**config.mk**
```make
export PLATFORM = sky130hd
export DESIGN_NAME = flag_offset_loader
export DESIGN_NICKNAME = d
export VERILOG_FILES = /design/src/rtl/flo_pkg.sv /design/src/rtl/flo_mode_latch.sv /design/src/rtl/flo_serial_chain.sv /design/src/rtl/flo_parallel_load.sv /design/src/rtl/flag_offset_loader.sv
export SDC_FILE = /design/constraint.sdc
export NUM_CORES = 1
export LEC_CHECK = 0
export BUFFER_PORTS_ARGS = -buffer_cell sky130_fd_sc_hd__buf_2
export CORE_MARGIN = 2
export CORE_UTILIZATION = 58
export CTS_BUF_LIST = sky130_fd_sc_hd__clkbuf_2 sky130_fd_sc_hd__clkbuf_4 sky130_fd_sc_hd__clkbuf_8
export CTS_CLUSTER_SIZE = 30
export DETAILED_ROUTE_END_ITERATION = 16
export HOLD_SLACK_MARGIN = 0.1
export PLACE_DENSITY_LB_ADDON = 0.08
export SYNTH_ARGS = -nofsm -noshare
export SYNTH_HDL_FRONTEND = slang
export SYNTH_SLANG_ARGS = --single-unit
export TNS_END_PERCENT = 5
```
**constraint.sdc**
```tcl
create_clock -name clk -period 1.89 [get_ports clk]
set_clock_uncertainty 0.1 [all_clocks]
set_input_delay 0.0945 -clock clk [delete_from_list [all_inputs] [get_ports clk]]
set_output_delay 0.0945 -clock clk [all_outputs]
set_load 0.01 [all_outputs]
```
**src/rtl/flo_pkg.sv**
```systemverilog
package flo_pkg;

  typedef enum logic [1:0] {
    METH_PRESET   = 2'd0,
    METH_PARALLEL = 2'd1,
    METH_SERIAL   = 2'd2
  } method_e;

  // Decode of the reset-time configuration pins
  function automatic method_e pick_method(logic ser_n, logic hi, logic lo);
    if (!ser_n)
      return METH_SERIAL;
    if (hi && lo)
      return METH_PARALLEL;
    return METH_PRESET;
  endfunction

  function automatic int unsigned preset_offset(logic hi, logic lo);
    case ({hi, lo})
      2'b00:   return 8;
      2'b01:   return 16;
      default: return 64;
    endcase
  endfunction

endpackage

```
**src/rtl/flo_mode_latch.sv**
```systemverilog
module flo_mode_latch
  import flo_pkg::*;
#(
  parameter int OFS_W = 10
) (
  input  logic             clk,
  input  logic             mrst_n,
  input  logic             ser_n,
  input  logic             pin_hi,
  input  logic             pin_lo,
  output method_e          method,
  output logic [OFS_W-1:0] preset_val
);

  logic sample_ev;
  assign sample_ev = !mrst_n;

  always_ff @(posedge clk) begin
    if (sample_ev) begin
      method     <= pick_method(ser_n, pin_hi, pin_lo);
      preset_val <= OFS_W'(preset_offset(pin_hi, pin_lo));
    end
  end

  assert_method_hold_R1: assert property (@(posedge clk) disable iff (!mrst_n)
    $past(mrst_n) |-> ($stable(method) && $stable(preset_val)));

endmodule

```
**src/rtl/flo_serial_chain.sv**
```systemverilog
module flo_serial_chain #(
  parameter int CHAIN_W = 20
) (
  input  logic               clk,
  input  logic               mrst_n,
  input  logic               active,
  input  logic               en_n,
  input  logic               din,
  output logic [CHAIN_W-1:0] chain,
  output logic               full
);

  localparam int CNT_W = $clog2(CHAIN_W + 1);

  logic [CNT_W-1:0] cnt;
  logic             shift_ev;

  assign full     = (cnt == CNT_W'(CHAIN_W));
  assign shift_ev = active && !en_n && !full;

  always_ff @(posedge clk) begin
    if (!mrst_n) begin
      chain <= '0;
      cnt   <= '0;
    end else if (shift_ev) begin
      chain <= {chain[CHAIN_W-2:0], din};
      cnt   <= cnt + 1'b1;
    end
  end

  assert_cnt_limit_R4: assert property (@(posedge clk) disable iff (!mrst_n)
    cnt <= CNT_W'(CHAIN_W));

  assert_shift_entry_R5: assert property (@(posedge clk) disable iff (!mrst_n)
    shift_ev |=> (chain[0] == $past(din)));

  assert_hold_when_full_R7: assert property (@(posedge clk) disable iff (!mrst_n)
    full |=> $stable(chain));

endmodule

```
**src/rtl/flo_parallel_load.sv**
```systemverilog
module flo_parallel_load #(
  parameter int OFS_W = 10
) (
  input  logic             clk,
  input  logic             mrst_n,
  input  logic             active,
  input  logic             wr,
  input  logic [OFS_W-1:0] data,
  output logic [OFS_W-1:0] y_val,
  output logic [OFS_W-1:0] x_val,
  output logic             done
);

  logic [1:0] nwr;
  logic       y_ev;
  logic       x_ev;

  assign y_ev = active && wr && (nwr == 2'd0);
  assign x_ev = active && wr && (nwr == 2'd1);
  assign done = (nwr == 2'd2);

  always_ff @(posedge clk) begin
    if (!mrst_n) begin
      nwr   <= 2'd0;
      y_val <= '0;
      x_val <= '0;
    end else begin
      if (y_ev) begin
        y_val <= data;
        nwr   <= 2'd1;
      end
      if (x_ev) begin
        x_val <= data;
        nwr   <= 2'd2;
      end
    end
  end

  assert_y_first_R6: assert property (@(posedge clk) disable iff (!mrst_n)
    y_ev |=> ((y_val == $past(data)) && !done));

  assert_frozen_R7: assert property (@(posedge clk) disable iff (!mrst_n)
    done |=> ($stable(x_val) && $stable(y_val)));

endmodule

```
**src/rtl/flag_offset_loader.sv**
```systemverilog
module flag_offset_loader
  import flo_pkg::*;
#(
  parameter int OFS_W = 10
) (
  input  logic             clk,
  input  logic             mrst_n,
  input  logic             ofs_ser_n,
  input  logic             dp1_en_n,
  input  logic             dp0_din,
  input  logic             pa_wr,
  input  logic [OFS_W-1:0] pa_data,
  output logic [OFS_W-1:0] x_ofs,
  output logic [OFS_W-1:0] y_ofs,
  output logic             prog_done,
  output logic             fifo_wr_accept
);

  localparam int CHAIN_W = 2 * OFS_W;

  method_e            method;
  logic [OFS_W-1:0]   preset_val;
  logic [CHAIN_W-1:0] chain;
  logic               ser_full;
  logic [OFS_W-1:0]   par_y;
  logic [OFS_W-1:0]   par_x;
  logic               par_done;
  logic               done_sel;

  flo_mode_latch #(.OFS_W(OFS_W)) u_mode (
    .clk        (clk),
    .mrst_n     (mrst_n),
    .ser_n      (ofs_ser_n),
    .pin_hi     (dp1_en_n),
    .pin_lo     (dp0_din),
    .method     (method),
    .preset_val (preset_val)
  );

  flo_serial_chain #(.CHAIN_W(CHAIN_W)) u_ser (
    .clk    (clk),
    .mrst_n (mrst_n),
    .active (method == METH_SERIAL),
    .en_n   (dp1_en_n),
    .din    (dp0_din),
    .chain  (chain),
    .full   (ser_full)
  );

  flo_parallel_load #(.OFS_W(OFS_W)) u_par (
    .clk    (clk),
    .mrst_n (mrst_n),
    .active (method == METH_PARALLEL),
    .wr     (pa_wr),
    .data   (pa_data),
    .y_val  (par_y),
    .x_val  (par_x),
    .done   (par_done)
  );

  always_comb begin
    case (method)
      METH_SERIAL: begin
        y_ofs    = chain[CHAIN_W-1:OFS_W];
        x_ofs    = chain[OFS_W-1:0];
        done_sel = ser_full;
      end
      METH_PARALLEL: begin
        y_ofs    = par_y;
        x_ofs    = par_x;
        done_sel = par_done;
      end
      default: begin
        y_ofs    = preset_val;
        x_ofs    = preset_val;
        done_sel = 1'b1;
      end
    endcase
  end

  assign prog_done      = mrst_n && done_sel;
  assign fifo_wr_accept = pa_wr && prog_done;

  assert_preset_pair_R3: assert property (@(posedge clk) disable iff (!mrst_n)
    (method == METH_PRESET) |-> ((x_ofs == y_ofs) && prog_done));

  assert_done_sticky_R8: assert property (@(posedge clk) disable iff (!mrst_n)
    prog_done |=> prog_done);

endmodule

```
==> summary.txt, run 1 <==
Max Cap Viol -> 0
Status -> finished clean
Clock Tree Root -> clkbuf_8
Standard-cell rows -> 22
RD Place Congestion -> 0.781
Pre-CTS setup slack -> 212 ps
TritonCTS Buffers -> 5
Worst path buffer plus inverter count -> 3
Ys Warns -> 0
WHS -> 115 ps
Post-route setup slack -> 16.6 ps
Worst-Margin Slew -> 392 ps
Skew-Pair Late Insertion Delay -> 310 ps
DRT antenna net count -> 0
Die span in x -> 66.8 microns
Layout area overhead -> 22.4%
TritonCTS clock tree -> yes
Ys flop type -> dfxtp_1
# nets final -> 317
Total negative slack -> 0 ps
Leakage power total -> 1.25 nW
Chip Height -> 66.8 microns
Pin count of the biggest net entering global routing -> 23
Power, Total -> 0.00210 W
Port Buffer Count -> 37
Asr flop ratio synth -> 0%
Routed WL per cell -> 14.5 microns
Worst vdd ir -> 0.000561 V
Slowest stage cell, crit path -> edfxtp_1
DRT iter0 DRCs -> 98
Total vias in the final route -> 1904
Via-per-instance ratio -> 5.50
Critical Path Max Stage Delay -> 420 ps
Setup violators final -> 0
Mapped cell area -> 2290 sq um
Final Cycle Share -> 99.1%
Critical Path, Cell by Cell -> buf_4, ha_4, buf_12, a221oi_4, nor2_1, buf_2
Total gr overflow -> 0
Clock transition at the registers of the reported paths -> 90 ps
Initial Utilization -> 61.5%
CP Class -> reg2out
Critical path capture point type -> primary output
EDFF count, synth -> 5
Clk sink count -> 52
Hold WC Path Type -> in2reg
Worst setup SP type -> flip-flop
Fin. Hold Viols -> 0
First drt pass iteration count -> 4
Layout cells sized above 1 -> 21.8%
Sequential share of the synthesized area -> 47.7%
Post-synthesis cell count -> 252
Filler cell count -> 292
Slew headroom -> 73.8%
Average size of a mapped cell -> 9.07 sq um
Critical path required time -> 1700 ps
Period minus WS final -> 1870 ps
CORE AREA -> 3720 sq um
CTS max path bufs -> 2
Residual DRC count -> 0
Worst path arrival time -> 1680 ps
Fmax -> 0.534 GHz
Vias in the first global route -> 1727
Ports -> 38
Yosys cell types -> 34
Die area -> 4460 sq um
N_diodes -> 0
CP Max Fanout -> 18
Mapped Nets -> 272
Unrepaired setup endpoints after global routing -> true
First-pass GRT wire length -> 8.11 mm
Post-layout utilization of the core -> 75.3%
Total Routed Length -> 5.02 mm
GRT Util Overall -> 24.6%
Delay-heaviest family, CP -> buffers and inverters
H-tree depth -> 2
Pins over their slew limit -> 0
Yosys reg bits -> 52
Initial antenna violation count -> 0
P per Cell Area -> 751 nW/um^2
HPWL after DPL -> 3.39 mm
[flip-flops by register name (all words and copies together), names as in the netlist]
register	flops
u_ser.chain	20
u_par.x_val	10
u_par.y_val	10
u_ser.cnt	5
u_mode.preset_val	3
u_mode.method	2
u_par.nwr	2
[worst min-delay path: stages]
cell and delay (ps):
buf_2 220, nand2_1 110, mux2i_1 50
[repair_timing]
item	in CTS	in global routing
endpoints found under the hold margin	27	0
pin swaps	0	2
setup endpoints to repair	22	22
setup buffers	0	1
cloned	0	0
resized for setup	2	13
hold buffers	14	0
[layer usage]
metal  global-route usage (%)  part of all wire [%]  vias up
li1                         -                     -      975
met1                     35.2                    51      889
met2                     37.1                    44       38
met3                     4.05                   4.3        2
met4                     9.18                  0.44        0
met5                        0                     0        -
[cells in the mapped netlist, types with 2 or more instances]
cell / n / area [sq um]
dfxtp_1: 47 / 941
nand2_1: 40 / 150
mux2i_1: 24 / 240
nor2_1: 22 / 82.6
nand3_1: 20 / 100
o21ai_0: 20 / 100
a22oi_1: 14 / 105
buf_2: 9 / 45.0
clkbuf_1: 7 / 26.3
a221oi_1: 6 / 52.6
inv_1: 6 / 22.5
edfxtp_1: 5 / 150
ha_1: 4 / 50.1
nor2b_1: 3 / 18.8
a21oi_1: 2 / 10.0
buf_1: 2 / 7.51
buf_8: 2 / 30.0
nand4_1: 2 / 12.5
nand4b_1: 2 / 17.5
[placed cells by master (no fill, tap or decap), types with 2 or more instances in the layout]
| master | synthesis | routed |
|---|---|---|
| ha_1 | 4 | 2 |
| nand4b_1 | 2 | 2 |
| mux2i_1 | 24 | 24 |
| a22oi_1 | 14 | 14 |
| buf_2 | 9 | 37 |
| edfxtp_1 | 5 | 5 |
| a221oi_2 | 0 | 5 |
| dfxtp_1 | 47 | 47 |
| inv_1 | 6 | 6 |
| nand3_1 | 20 | 20 |
| a21oi_1 | 2 | 2 |
| o21ai_0 | 20 | 20 |
| dlygate4sd3_1 | 0 | 14 |
| ha_4 | 0 | 2 |
| nor2b_1 | 3 | 3 |
| nand2_1 | 40 | 40 |
| buf_4 | 1 | 6 |
| clkbuf_8 | 0 | 6 |
| nand4_1 | 2 | 2 |
| nor2_1 | 22 | 22 |
| clkinv_2 | 0 | 2 |
[worst paths after layout]
check	start	cells past startpoint	endpoint	slack, ps
hold / removal	mrst_n	3	u_ser.chain[0]	120
setup reg to reg	u_mode.method[0]	5	u_ser.chain[5]	280
setup / recovery	u_mode.method[0]	6	x_ofs[4]	20
hold reg to reg	u_ser.chain[19]	2	u_ser.chain[19]	380
[metrics by stage]
step,std cells,instance area [sq um]
2_1_floorplan,252,2290
3_3_place_gp,323,2470
3_5_place_dp,323,2470
4_1_cts,345,2710
5_1_grt,346,2800
6_report,346,2800
[cell type report]
type                       instances  area [sq um]  area share [%]
clock inverter                     2          10.0           0.358
inverter                           6          22.5           0.805
multi-input combinational        173          1130            40.4
clock buffer                       6          82.6            2.95
sequential                        52          1090            39.0
tap                               48          60.1            2.15
timing repair buffer              59           402            14.4
[power by group]
| group | leakage (nW) | internal, W | switching [W] |
|---|---|---|---|
| combinational | 0.771 | 0.000135 | 0.000169 |
| clock | 0.0510 | 0.000293 | 0.000352 |
| sequential | 0.428 | 0.00114 | 0.0000168 |
[cells by family after synthesis]
family | count (synthesis) | share of synthesized area (%)
adders and majority gates | 4 | 2.19
and+or+nand+nor | 99 | 20.6
DFF | 52 | 47.7
muxes | 24 | 10.5
buffers and inverters | 27 | 6.08
AOI/OAI and AO/OA | 46 | 12.9
Note: power is estimated with default switching activity, not from simulation.
==> run 2, diff against run 1 <==
==> constraint.sdc (replaced) <==
create_clock -name clk -period 2.1 [get_ports clk]
set_clock_uncertainty 0.1 [all_clocks]
set_input_delay 0.105 -clock clk [delete_from_list [all_inputs] [get_ports clk]]
set_output_delay 0.105 -clock clk [all_outputs]
set_load 0.01 [all_outputs]
==> run 2 against run 1 <==
Die area is the same. Non-clock buffer count stayed put. Critical path depth down 1. Combinational power is 21% lower. Sequential share of layout area grew 1.2 points. Core utilization decreased by 2.2 points. Flip-flop and latch count did not move. Critical path type unchanged.
==> summary.txt, run 2 (synthesis results as in run 1) <==
Status -> finished clean
First-pass GRT wire length -> 8.23 mm
CP Class -> reg2out
Critical path capture point type -> primary output
Initial antenna violation count -> 0
TritonCTS clock tree -> yes
Clk sink count -> 52
Ports -> 38
Pins over their slew limit -> 0
HPWL after DPL -> 3.30 mm
Residual DRC count -> 0
CP Max Fanout -> 20
Commonest cells after routing, fill and taps aside -> 47 x dfxtp_1, 40 x nand2_1, 37 x buf_2, 24 x mux2i_1, 22 x nor2_1
Routed WL per cell -> 14.0 microns
Hold Crit Depth -> 2
Final Cycle Share -> 94.4%
# nets final -> 317
Unrepaired setup endpoints after global routing -> false
Biggest register -> u_ser.chain
GRT Util Overall -> 24.9%
Die span in x -> 66.8 microns
Setup violators final -> 0
Commonest non-fill, non-tap cell in the layout -> dfxtp_1
Max Cap Viol -> 0
Hold WC Path Type -> reg2reg
Slowest stage cell, crit path -> edfxtp_1
Critical path required time -> 1890 ps
DRT antenna net count -> 0
Clock transition at the registers of the reported paths -> 90 ps
Pre-CTS setup slack -> 429 ps
Max reg flops -> 20
DRT iter0 DRCs -> 194
Post-route setup slack -> 118 ps
Layout area overhead -> 18.8%
Die area -> 4460 sq um
Leakage power total -> 1.22 nW
Period minus WS final -> 1980 ps
Vias in the first global route -> 1757
Critical Path, Cell by Cell -> ha_1, buf_4, a221oi_1, nor2_1, buf_2
Clock Tree Root -> clkbuf_8
TritonCTS Buffers -> 5
Slew headroom -> 70.0%
RD Place Congestion -> 0.773
CTS max path bufs -> 2
N_diodes -> 0
Total negative slack -> 0 ps
Fmax -> 0.504 GHz
Largest registers -> u_ser.chain (20), u_par.x_val (10), u_par.y_val (10)
Standard-cell rows -> 22
Worst-Margin Slew -> 450 ps
Final Cell Area -> 2720 sq um
CORE AREA -> 3720 sq um
Port Buffer Count -> 37
Pin count of the biggest net entering global routing -> 47
Placed inst area -> 2460 sq um
P per Cell Area -> 685 nW/um^2
Cell count of the worst reg-to-reg path -> 5
Layout cells sized above 1 -> 18.8%
Setup Buffers After CTS -> 0
Initial Utilization -> 61.5%
Fin. Hold Viols -> 0
Worst path arrival time -> 1780 ps
Total gr overflow -> 0
Critical Path Max Stage Delay -> 400 ps
Chip Height -> 66.8 microns
Skew-Pair Late Insertion Delay -> 310 ps
H-tree depth -> 2
Worst setup SP type -> flip-flop
Total Routed Length -> 4.85 mm
First drt pass iteration count -> 4
Total vias in the final route -> 1908
Via-per-instance ratio -> 5.51
Worst vdd ir -> 0.000548 V
[run 2: final timing paths]
path | startpoint | to | slack, ps
min | u_par.x_val[1] | u_par.x_val[1] | 380
min reg2reg | u_par.x_val[1] | u_par.x_val[1] | 380
max | u_mode.method[0] | y_ofs[3] | 120
max reg2reg | u_ser.cnt[0] | u_ser.chain[3] | 560
[run 2: layer usage]
metal  part of all wire [%]  track usage (%)  vias up
met5                      0                0        -
met4                    1.3             9.95        0
met3                    5.2             4.05        6
met2                     43             36.0       42
met1                     50             36.7      883
li1                       -                -      977
[run 2: through the flow]
| stage | power, W | hold slack, ps | std cells | utilization (%) |
|---|---|---|---|---|
| 3_5_place_dp | 0.00127 | 253 | 322 | 66.2 |
| 2_1_floorplan | 0.00121 | 136 | 252 | - |
| 4_1_cts | 0.00186 | 381 | 346 | 73.0 |
| 5_1_grt | 0.00193 | 412 | 346 | 73.1 |
| 6_report | 0.00186 | 378 | 346 | 73.1 |
| 3_3_place_gp | 0.00127 | 237 | 322 | 66.2 |
[run 2: final cells by class]
cell class	instances	area, sq um
Clock buffer	6	82.6
Clock inverter	2	10.0
Fill cell	296	1000
Inverter	6	22.5
Multi-Input combinational cell	173	1060
Sequential cell	52	1090
Tap cell	48	60.1
Timing Repair Buffer	59	390
[run 2: power breakdown]
part / total [W] / leakage [nW] / switching (W) / internal, W
Clock: 0.000582 / 0.0510 / 0.000318 / 0.000263
Combinational: 0.000241 / 0.740 / 0.000139 / 0.000102
Sequential: 0.00104 / 0.428 / 0.0000134 / 0.00102
Total: 0.00186 / 1.22 / 0.000471 / 0.00139
[run 2: critical path, delay by kind of cell, from the launching register on]
family | cells | cell delay, ps
AOI/OAI and AO/OA | 1 | 330
and+or+nand+nor | 1 | 60
buffers and inverters | 2 | 370
adders and majority gates | 1 | 290
DFF | 1 | 400
[run 2: repair_timing]
item / in CTS / in global routing
hold buffers: 16 / 0
endpoints found under the hold margin: 29 / 0
setup endpoints to repair: 0 / 1
gates resized for setup: 0 / 1
